`src/rtl/strap_reset_pkg.sv`:
```
package strap_reset_pkg;

  // Phases of the start-up sequence
  typedef enum logic [1:0] {
    SEQ_WAIT   = 2'd0,  // configured, no trigger seen yet
    SEQ_PLLRST = 2'd1,  // PLL reset pulse running
    SEQ_SETTLE = 2'd2,  // waiting for clock and PLL to settle
    SEQ_READY  = 2'd3   // sequence complete
  } seq_state_e;

  // Bits needed to hold values 0 .. n-1 (at least one bit)
  function automatic int unsigned cnt_width(input int unsigned n);
    return (n < 2) ? 1 : $clog2(n);
  endfunction

endpackage

```
`src/rtl/strap_sync.sv`:
```
module strap_sync #(
  parameter int unsigned STAGES = 2
) (
  input  logic clk_i,
  input  logic d_i,
  output logic q_o
);

  logic [STAGES-1:0] chain_q = '0;

  generate
    if (STAGES == 1) begin : g_single
      always_ff @(posedge clk_i) begin
        chain_q[0] <= d_i;
      end
    end else begin : g_chain
      always_ff @(posedge clk_i) begin
        chain_q <= {chain_q[STAGES-2:0], d_i};
      end
    end
  endgenerate

  assign q_o = chain_q[STAGES-1];

endmodule

```
`src/rtl/strap_filter.sv`:
```
module strap_filter
  import strap_reset_pkg::*;
#(
  parameter int unsigned SYNC_STAGES   = 2,
  parameter int unsigned MIN_PULSE_CYC = 13
) (
  input  logic clk_i,
  input  logic lvl_i,     // synchronized strap level
  output logic level_o,   // filtered strap level
  output logic edge_o     // one-cycle pulse per accepted change
);

  localparam int unsigned PW = cnt_width(SYNC_STAGES + 1);
  localparam int unsigned FW = cnt_width(MIN_PULSE_CYC);
  localparam logic [PW-1:0] PRIME_LAST = PW'(SYNC_STAGES);
  localparam logic [FW-1:0] RUN_LAST   = FW'(MIN_PULSE_CYC - 1);

  logic [PW-1:0] prime_cnt_q = '0;
  logic          primed_q    = 1'b0;
  logic          level_q     = 1'b0;
  logic [FW-1:0] run_q       = '0;
  logic          edge_q      = 1'b0;

  always_ff @(posedge clk_i) begin
    edge_q <= 1'b0;
    if (!primed_q) begin
      // wait until the synchronizer holds a real sample, then adopt it
      // as the reference level without raising an event
      run_q <= '0;
      if (prime_cnt_q == PRIME_LAST) begin
        primed_q <= 1'b1;
        level_q  <= lvl_i;
      end else begin
        prime_cnt_q <= prime_cnt_q + 1'b1;
      end
    end else if (lvl_i != level_q) begin
      if (run_q == RUN_LAST) begin
        level_q <= lvl_i;
        edge_q  <= 1'b1;
        run_q   <= '0;
      end else begin
        run_q <= run_q + 1'b1;
      end
    end else begin
      run_q <= '0;
    end
  end

  assign level_o = level_q;
  assign edge_o  = edge_q;

endmodule

```
`src/rtl/rst_sequencer.sv`:
```
module rst_sequencer
  import strap_reset_pkg::*;
#(
  parameter int unsigned RST_CYC    = 16,
  parameter int unsigned SETTLE_CYC = 12500
) (
  input  logic clk_i,
  input  logic trig_i,
  input  logic level_i,
  output logic pll_rst_o,
  output logic core_rst_o,
  output logic ready_o,
  output logic master_o
);

  localparam int unsigned SPAN = (RST_CYC > SETTLE_CYC) ? RST_CYC : SETTLE_CYC;
  localparam int unsigned TW   = cnt_width(SPAN);
  localparam logic [TW-1:0] RST_LAST = TW'(RST_CYC - 1);
  localparam logic [TW-1:0] SET_LAST = TW'(SETTLE_CYC - 1);

  seq_state_e    state_q  = SEQ_WAIT;
  seq_state_e    state_d;
  logic [TW-1:0] tcnt_q   = '0;
  logic [TW-1:0] tcnt_d;
  logic          master_q = 1'b0;
  logic          pll_q    = 1'b1;
  logic          core_q   = 1'b1;
  logic          ready_q  = 1'b0;

  always_comb begin
    state_d = state_q;
    tcnt_d  = tcnt_q;
    unique case (state_q)
      SEQ_PLLRST: begin
        if (tcnt_q == RST_LAST) begin
          state_d = SEQ_SETTLE;
          tcnt_d  = '0;
        end else begin
          tcnt_d = tcnt_q + 1'b1;
        end
      end
      SEQ_SETTLE: begin
        if (tcnt_q == SET_LAST) begin
          state_d = SEQ_READY;
          tcnt_d  = '0;
        end else begin
          tcnt_d = tcnt_q + 1'b1;
        end
      end
      default: begin
        state_d = state_q;
      end
    endcase
    // a new accepted change always restarts from the top
    if (trig_i) begin
      state_d = SEQ_PLLRST;
      tcnt_d  = '0;
    end
  end

  always_ff @(posedge clk_i) begin
    state_q <= state_d;
    tcnt_q  <= tcnt_d;
    if (trig_i) begin
      master_q <= level_i;
    end
    pll_q   <= (state_d == SEQ_PLLRST) || (state_d == SEQ_WAIT);
    core_q  <= (state_d != SEQ_READY);
    ready_q <= (state_d == SEQ_READY);
  end

  assign pll_rst_o  = pll_q;
  assign core_rst_o = core_q;
  assign ready_o    = ready_q;
  assign master_o   = master_q;

endmodule

```
`src/rtl/strap_reset_seq.sv`:
```
module strap_reset_seq #(
  parameter int unsigned SYNC_STAGES   = 2,
  parameter int unsigned MIN_PULSE_CYC = 13,
  parameter int unsigned RST_CYC       = 16,
  parameter int unsigned SETTLE_CYC    = 12500
) (
  input  logic clk_i,
  input  logic strap_i,
  output logic pll_rst_o,
  output logic core_rst_o,
  output logic ready_o,
  output logic master_o
);

  logic sync_w;
  logic level_w;
  logic edge_w;

  strap_sync #(
    .STAGES (SYNC_STAGES)
  ) u_sync (
    .clk_i (clk_i),
    .d_i   (strap_i),
    .q_o   (sync_w)
  );

  strap_filter #(
    .SYNC_STAGES   (SYNC_STAGES),
    .MIN_PULSE_CYC (MIN_PULSE_CYC)
  ) u_filter (
    .clk_i   (clk_i),
    .lvl_i   (sync_w),
    .level_o (level_w),
    .edge_o  (edge_w)
  );

  rst_sequencer #(
    .RST_CYC    (RST_CYC),
    .SETTLE_CYC (SETTLE_CYC)
  ) u_seq (
    .clk_i      (clk_i),
    .trig_i     (edge_w),
    .level_i    (level_w),
    .pll_rst_o  (pll_rst_o),
    .core_rst_o (core_rst_o),
    .ready_o    (ready_o),
    .master_o   (master_o)
  );

endmodule

```
`config.mk`:
```
export PLATFORM = sky130hd
export DESIGN_NAME = strap_reset_seq
export DESIGN_NICKNAME = d
export VERILOG_FILES = /design/src/rtl/strap_reset_pkg.sv /design/src/rtl/strap_sync.sv /design/src/rtl/strap_filter.sv /design/src/rtl/rst_sequencer.sv /design/src/rtl/strap_reset_seq.sv
export SDC_FILE = /design/constraint.sdc
export NUM_CORES = 1
export LEC_CHECK = 0
export BUFFER_PORTS_ARGS = -buffer_cell sky130_fd_sc_hd__buf_2
export CORE_ASPECT_RATIO = 1.2
export CORE_MARGIN = 2
export CORE_UTILIZATION = 59
export CTS_BUF_LIST = sky130_fd_sc_hd__clkbuf_8 sky130_fd_sc_hd__clkbuf_16
export CTS_CLUSTER_SIZE = 30
export DETAILED_ROUTE_END_ITERATION = 7
export GPL_TIMING_DRIVEN = 1
export PLACE_DENSITY = 0.75
export SLEW_MARGIN = 25
export SYNTH_ARGS = -nofsm -noshare
export SYNTH_HDL_FRONTEND = slang
export SYNTH_SLANG_ARGS = --single-unit
```
`constraint.sdc`:
```
create_clock -name clk_i -period 2.4 [get_ports clk_i]
set_input_delay 0.36 -clock clk_i [delete_from_list [all_inputs] [get_ports clk_i]]
set_output_delay 0.36 -clock clk_i [all_outputs]
set_load 0.01 [all_outputs]
```
## Word-level counts from Yosys, hierarchy flattened

Cells that the tools add are included.

| storage, ports and cells | value |
|---|---|
| flip-flop bits (word level) | 31 |
| bits of input ports | 2 |
| output and inout port bits | 4 |
| word-level logic and storage cells | 51 |

| operators by class | value |
|---|---|
| add/sub/neg operators | 3 |
| eq/ne operators | 12 |
| muxes and demuxes | 13 |
| bitwise operators | 3 |
| reductions and logical operators | 8 |

Operators with widths:

| kind | count |
|---|---|
| $mux 14 | 2 |
| $pmux 14 s2 | 1 |
| $add 14x1->14 const B | 1 |
| $eq 14x14->1 const B | 1 |
| $eq 14x4->1 const B | 1 |
| $eq 2x2->1 const B | 3 |
| $mux 1 | 6 |
| $mux 2 | 3 |
| $ne 2x2->1 const B | 3 |
| $add 4x1->4 const B | 1 |
| $eq 2x1->1 const B | 2 |
| $eq 4x4->1 const B | 1 |
| $pmux 2 s2 | 1 |
| $reduce_and 2->1 | 2 |
| $reduce_bool 2->1 | 2 |
| $not 1->1 | 3 |
| $reduce_and 3->1 | 1 |
| $reduce_or 3->1 | 1 |
| $add 2x1->2 const B | 1 |
| $logic_not 2->1 | 1 |
| $logic_or 1x1->1 | 1 |
| $ne 1x1->1 | 1 |

## Depth between registers and ports, before layout

| depth | value |
|---|---|
| word-level depth | 6 |
| depth in mapped cells | 6 |
| mapped depth without buffers | 6 |

## Cells and area by module

From an unflattened synthesis, not the netlist that was laid out.

| unflattened totals | value |
|---|---|
| cell total of the unflattened synthesis | 139 |
| area, all modules | 1,383.8 sq um |

By module, submodules not included:

| module | instances | cells each | area each (sq um) |
|---|---|---|---|
| rst_sequencer | 1 | 104 | 988.4 |
| strap_filter | 1 | 33 | 355.3 |
| strap_sync | 1 | 2 | 40.0 |

## Least setup slack after synthesis

OpenSTA, ideal clock, no wires.

| path | value |
|---|---|
| path kind | register to register |
| from | register u_seq.tcnt_q[4] |
| to | register u_seq.tcnt_q[4] |
| setup time | 135 ps |
| data arrival time | 1,717 ps |
| data required time | 2,265 ps |
| slack | 548 ps |
| stages on the path, launching flop included | 5 |
| clock period less this slack | 1,852 ps |
| path through | dfxtp_1 or4_4 or3_4 a211oi_4 o22ai_2 |

| on the way | value |
|---|---|
| longest elaborated chain between the ends | 3 |
| elaborated cells on any way between the ends | 6 |
| classes of those cells | add/sub (1); eq/ne (2); mux (3) |

RTL lines:

| item | line | source |
|---|---|---|
| start: declaration | rst_sequencer.sv:23 | `logic [TW-1:0] tcnt_q = '0;` |
| start signal: assignment | rst_sequencer.sv:63 | `tcnt_q <= tcnt_d;` |
| $add 14x1->14 (tied with other cells) | rst_sequencer.sv:39, rst_sequencer.sv:47 |  |
| $mux 14 (on tied branches) | rst_sequencer.sv:43, rst_sequencer.sv:35 |  |
| $pmux 14 s2 * | rst_sequencer.sv:33 | `unique case (state_q)` |

Mark *: on every way between the ends. The rest lies on a longest branch, timed or not.
A chain may end at the register's enable or synchronous reset.

## Final worst setup path

Ends and elaborated chain as after synthesis.

==> summary.txt <==
Die
  • Number of cell rows: 19
  • Die area: 0.00274 mm^2
  • Core ar.: 0.00226 mm^2
  • Die W: 48.1 um
  • Die H: ~57 um
  • Initial Util: 0.609
  • I/O pin count: 6

Clock tree
  • Sink Count: 31
  • Resize count post-CTS: 0
  • CTS tree: done
  • CTS Buffer Depth: 2
  • CTS Root Cell: clkbuf_8
  • Clock latency on the worst-skew pair: 270 ps
  • H-tree depth: 2
  • Worst-path clk slew: 60 ps
  • Hold-fix buffer count after cts: 0
  • CTS Buf Count: 5
  • Post-CTS setup buffer count: 0

Logic synthesis
  • Post-synth net total: 148
  • Syn Area/Cell: 9.90 um^2
  • YS warnings: 0
  • Mapped Area: around 0.0014 mm^2
  • Sequential fraction of the synthesis area: 0.480
  • Syn Inst Count: 139
  • Post-synth EDFFs: 4
  • Netlist cell types: 36
  • Register bit total from synthesis: 31
  • Post-synth ARST share: 0
  • Ys flop type: dfxtp_1

STA
  • Hold slack: 184 ps
  • Post-layout min period: slightly above 2000 ps
  • Fin. Hold Viols: 0
  • F_max: 0.496 GHz
  • Setup TNS: 0 ps
  • Final Max Slew Viols: 0
  • Slew headroom: 0.446
  • Post-route clock period utilization: 0.840
  • Setup ws final: 384 ps
  • RSZ-0062 raised after global routing: false
  • Final setup fails: 0
  • Slew at the pin with the worst max-slew slack: 820 ps
  • Final Skew: 4.25 ps

Critical path
  • Crit-path slowest cell: or4_4
  • Worst path cell trace: or4_4, or3_4, a211oi_4, o22ai_2
  • Critical Path Stages: 4
  • Worst path arrival time: 2160 ps
  • Crit path max fanout: 10
  • CP Launch Type: flop
  • R2R depth: 4
  • Worst Path Required: between 2000 and 3000 ps
  • Crit end category: flop
  • Setup Crit Path Kind: flop to flop
  • Worst path bufs/invs: 0
  • Delay-heaviest family, CP: simple AND/OR/NAND/NOR gates
  • Worst path max stage delay: 530 ps

Global route
  • Total GRT Usage: 0.212
  • Vias in the first global route: 1004
  • Largest net degree at the start of global routing: 18
  • Initial antenna violation count: 0
  • First-pass GRT wire length: slightly above 4000 um
  • GRT overflow: 0

Pwr
  • Combinational share of power: 0.002
  • P_leak: 0.587 nW
  • NetSw: 183 uW
  • VDD IR max: 0.000562 V
  • Clock Power Share: 0.477
  • Cell-internal power: between 800 and 900 uW
  • Switch share: 0.180
  • Tot Pwr: 1.01 mW
  • Part of the power in registers: 0.521
  • Power Dens Cells: 656 mW/mm^2

Final layout
  • Most common cell after layout, fill and taps aside: dfxtp_1
  • # fillers: 188
  • Final Non-Filler Cells: 183
  • Antenna Cells: 0
  • Nets: 160
  • Synth-to-layout area growth: 12.4%
  • Layout cells sized above 1: 0.138
  • Most frequent cells in the layout: dfxtp_1, inv_1, nand3_1

Placed design
  • GP Congestion: 0.855
  • Dpl ws: approximately 360 ps
  • # port buffers: 5
  • Placed cell count: 175
  • Hpwl dp: between 1500 and 2000 um

Detailed routing
  • Routed WL: 2450 um
  • Via count: 1056
  • Avg WL per Cell: 13.4 um
  • DRT iter0 DRCs: 42
  • DRC errors left: 0
  • Drt pass-1 iters: 4
  • Via density: 5.77
  • Antenna Violating Nets Remaining: 0

Min path
  • Worst Hold Class: input port to flop
  • Hold depth: 1

Flow run
  • Number of max-cap violations: 0

Outcome
  • Outcome: completed
-- synth_stat cells (4+ instances only) --
library cell | instances | area share
dfxtp_1 | 27 | 0.39
edfxtp_1 | 4 | 0.087
ha_1 | 7 | 0.064
inv_1 | 11 | 0.030
nand2_1 | 6 | 0.016
nand3_1 | 10 | 0.036
nand4_1 | 5 | 0.023
nor2_1 | 6 | 0.016
nor3_1 | 7 | 0.025
o21ai_0 | 6 | 0.022
or3_1 | 7 | 0.032
xor2_1 | 6 | 0.038
-- per-layer routing --
metal / GRT usage / part of all wire / vias to the layer above
met2: 0.362 / 0.53 / 23
li1: - / - / 536
met4: 0.0618 / 0.016 / 0
met5: 0 / 0 / -
met3: 0.0965 / 0.032 / 7
met1: 0.224 / 0.42 / 490
-- cells by family after synthesis --
| kind of cell | share of synthesized area |
|---|---|
| and+or+nand+nor | 0.253 |
| xor gates and xnor gates | 0.0573 |
| adders and majority gates | 0.0636 |
| buffers and inverters | 0.0418 |
| AOI/OAI and AO/OA | 0.105 |
| DFF | 0.480 |
-- worst reg2reg max path, stage by stage (launching register included) --
cell and delay (ps):
dfxtp_1 360, or4_4 530, or3_4 400, a211oi_4 480, o22ai_2 120
-- power groups by stage --
stage | clock [mW] | combinational [mW] | sequential [mW]
floorplan | 0 | 0.00134 | 0.539
global placement | 0 | 0.00218 | 0.540
detailed placement | 0 | 0.00222 | 0.540
CTS | 0.496 | 0.00227 | 0.528
global route | 0.522 | 0.00263 | 0.528
finish | 0.484 | 0.00229 | 0.528
-- through the flow --
step	utilization	instance area [um^2]
4_1_cts	0.685	1550
3_5_place_dp	0.637	1440
5_1_grt	0.685	1550
2_1_floorplan	-	1380
6_report	0.685	1550
3_3_place_gp	0.637	1440
-- layout make-up --
cell class | instances | area (um^2) | share of cell area
Sequential cell | 31 | 661 | 0.427
Multi-Input combinational cell | 95 | 658 | 0.426
Clock buffer | 5 | 68.8 | 0.0445
Inverter | 11 | 41.3 | 0.0267
Timing Repair Buffer | 7 | 40.0 | 0.0259
Clock inverter | 3 | 38.8 | 0.0251
Tap cell | 31 | 38.8 | 0.0251
-- sequential cells by signal (all words and copies together), names as in the netlist, 2 cells and up --
register	flops
u_filter.prime_cnt_q	2
u_filter.run_q	4
u_seq.state_q	2
u_seq.tcnt_q	14
u_sync.chain_q	2
-- worst paths after layout --
path / end / from / slack, ps
max: u_seq.tcnt_q[4]$_SDFFE_PP0N_ / u_seq.tcnt_q[4]$_SDFFE_PP0N_ / 380
min: u_sync.chain_q[0]$_DFF_P_ / strap_i / 180
max reg2reg: u_seq.tcnt_q[4]$_SDFFE_PP0N_ / u_seq.tcnt_q[4]$_SDFFE_PP0N_ / 380
min reg2reg: u_sync.chain_q[1]$_DFF_P_ / u_sync.chain_q[0]$_DFF_P_ / 330
(Power assumes the default switching activity.)
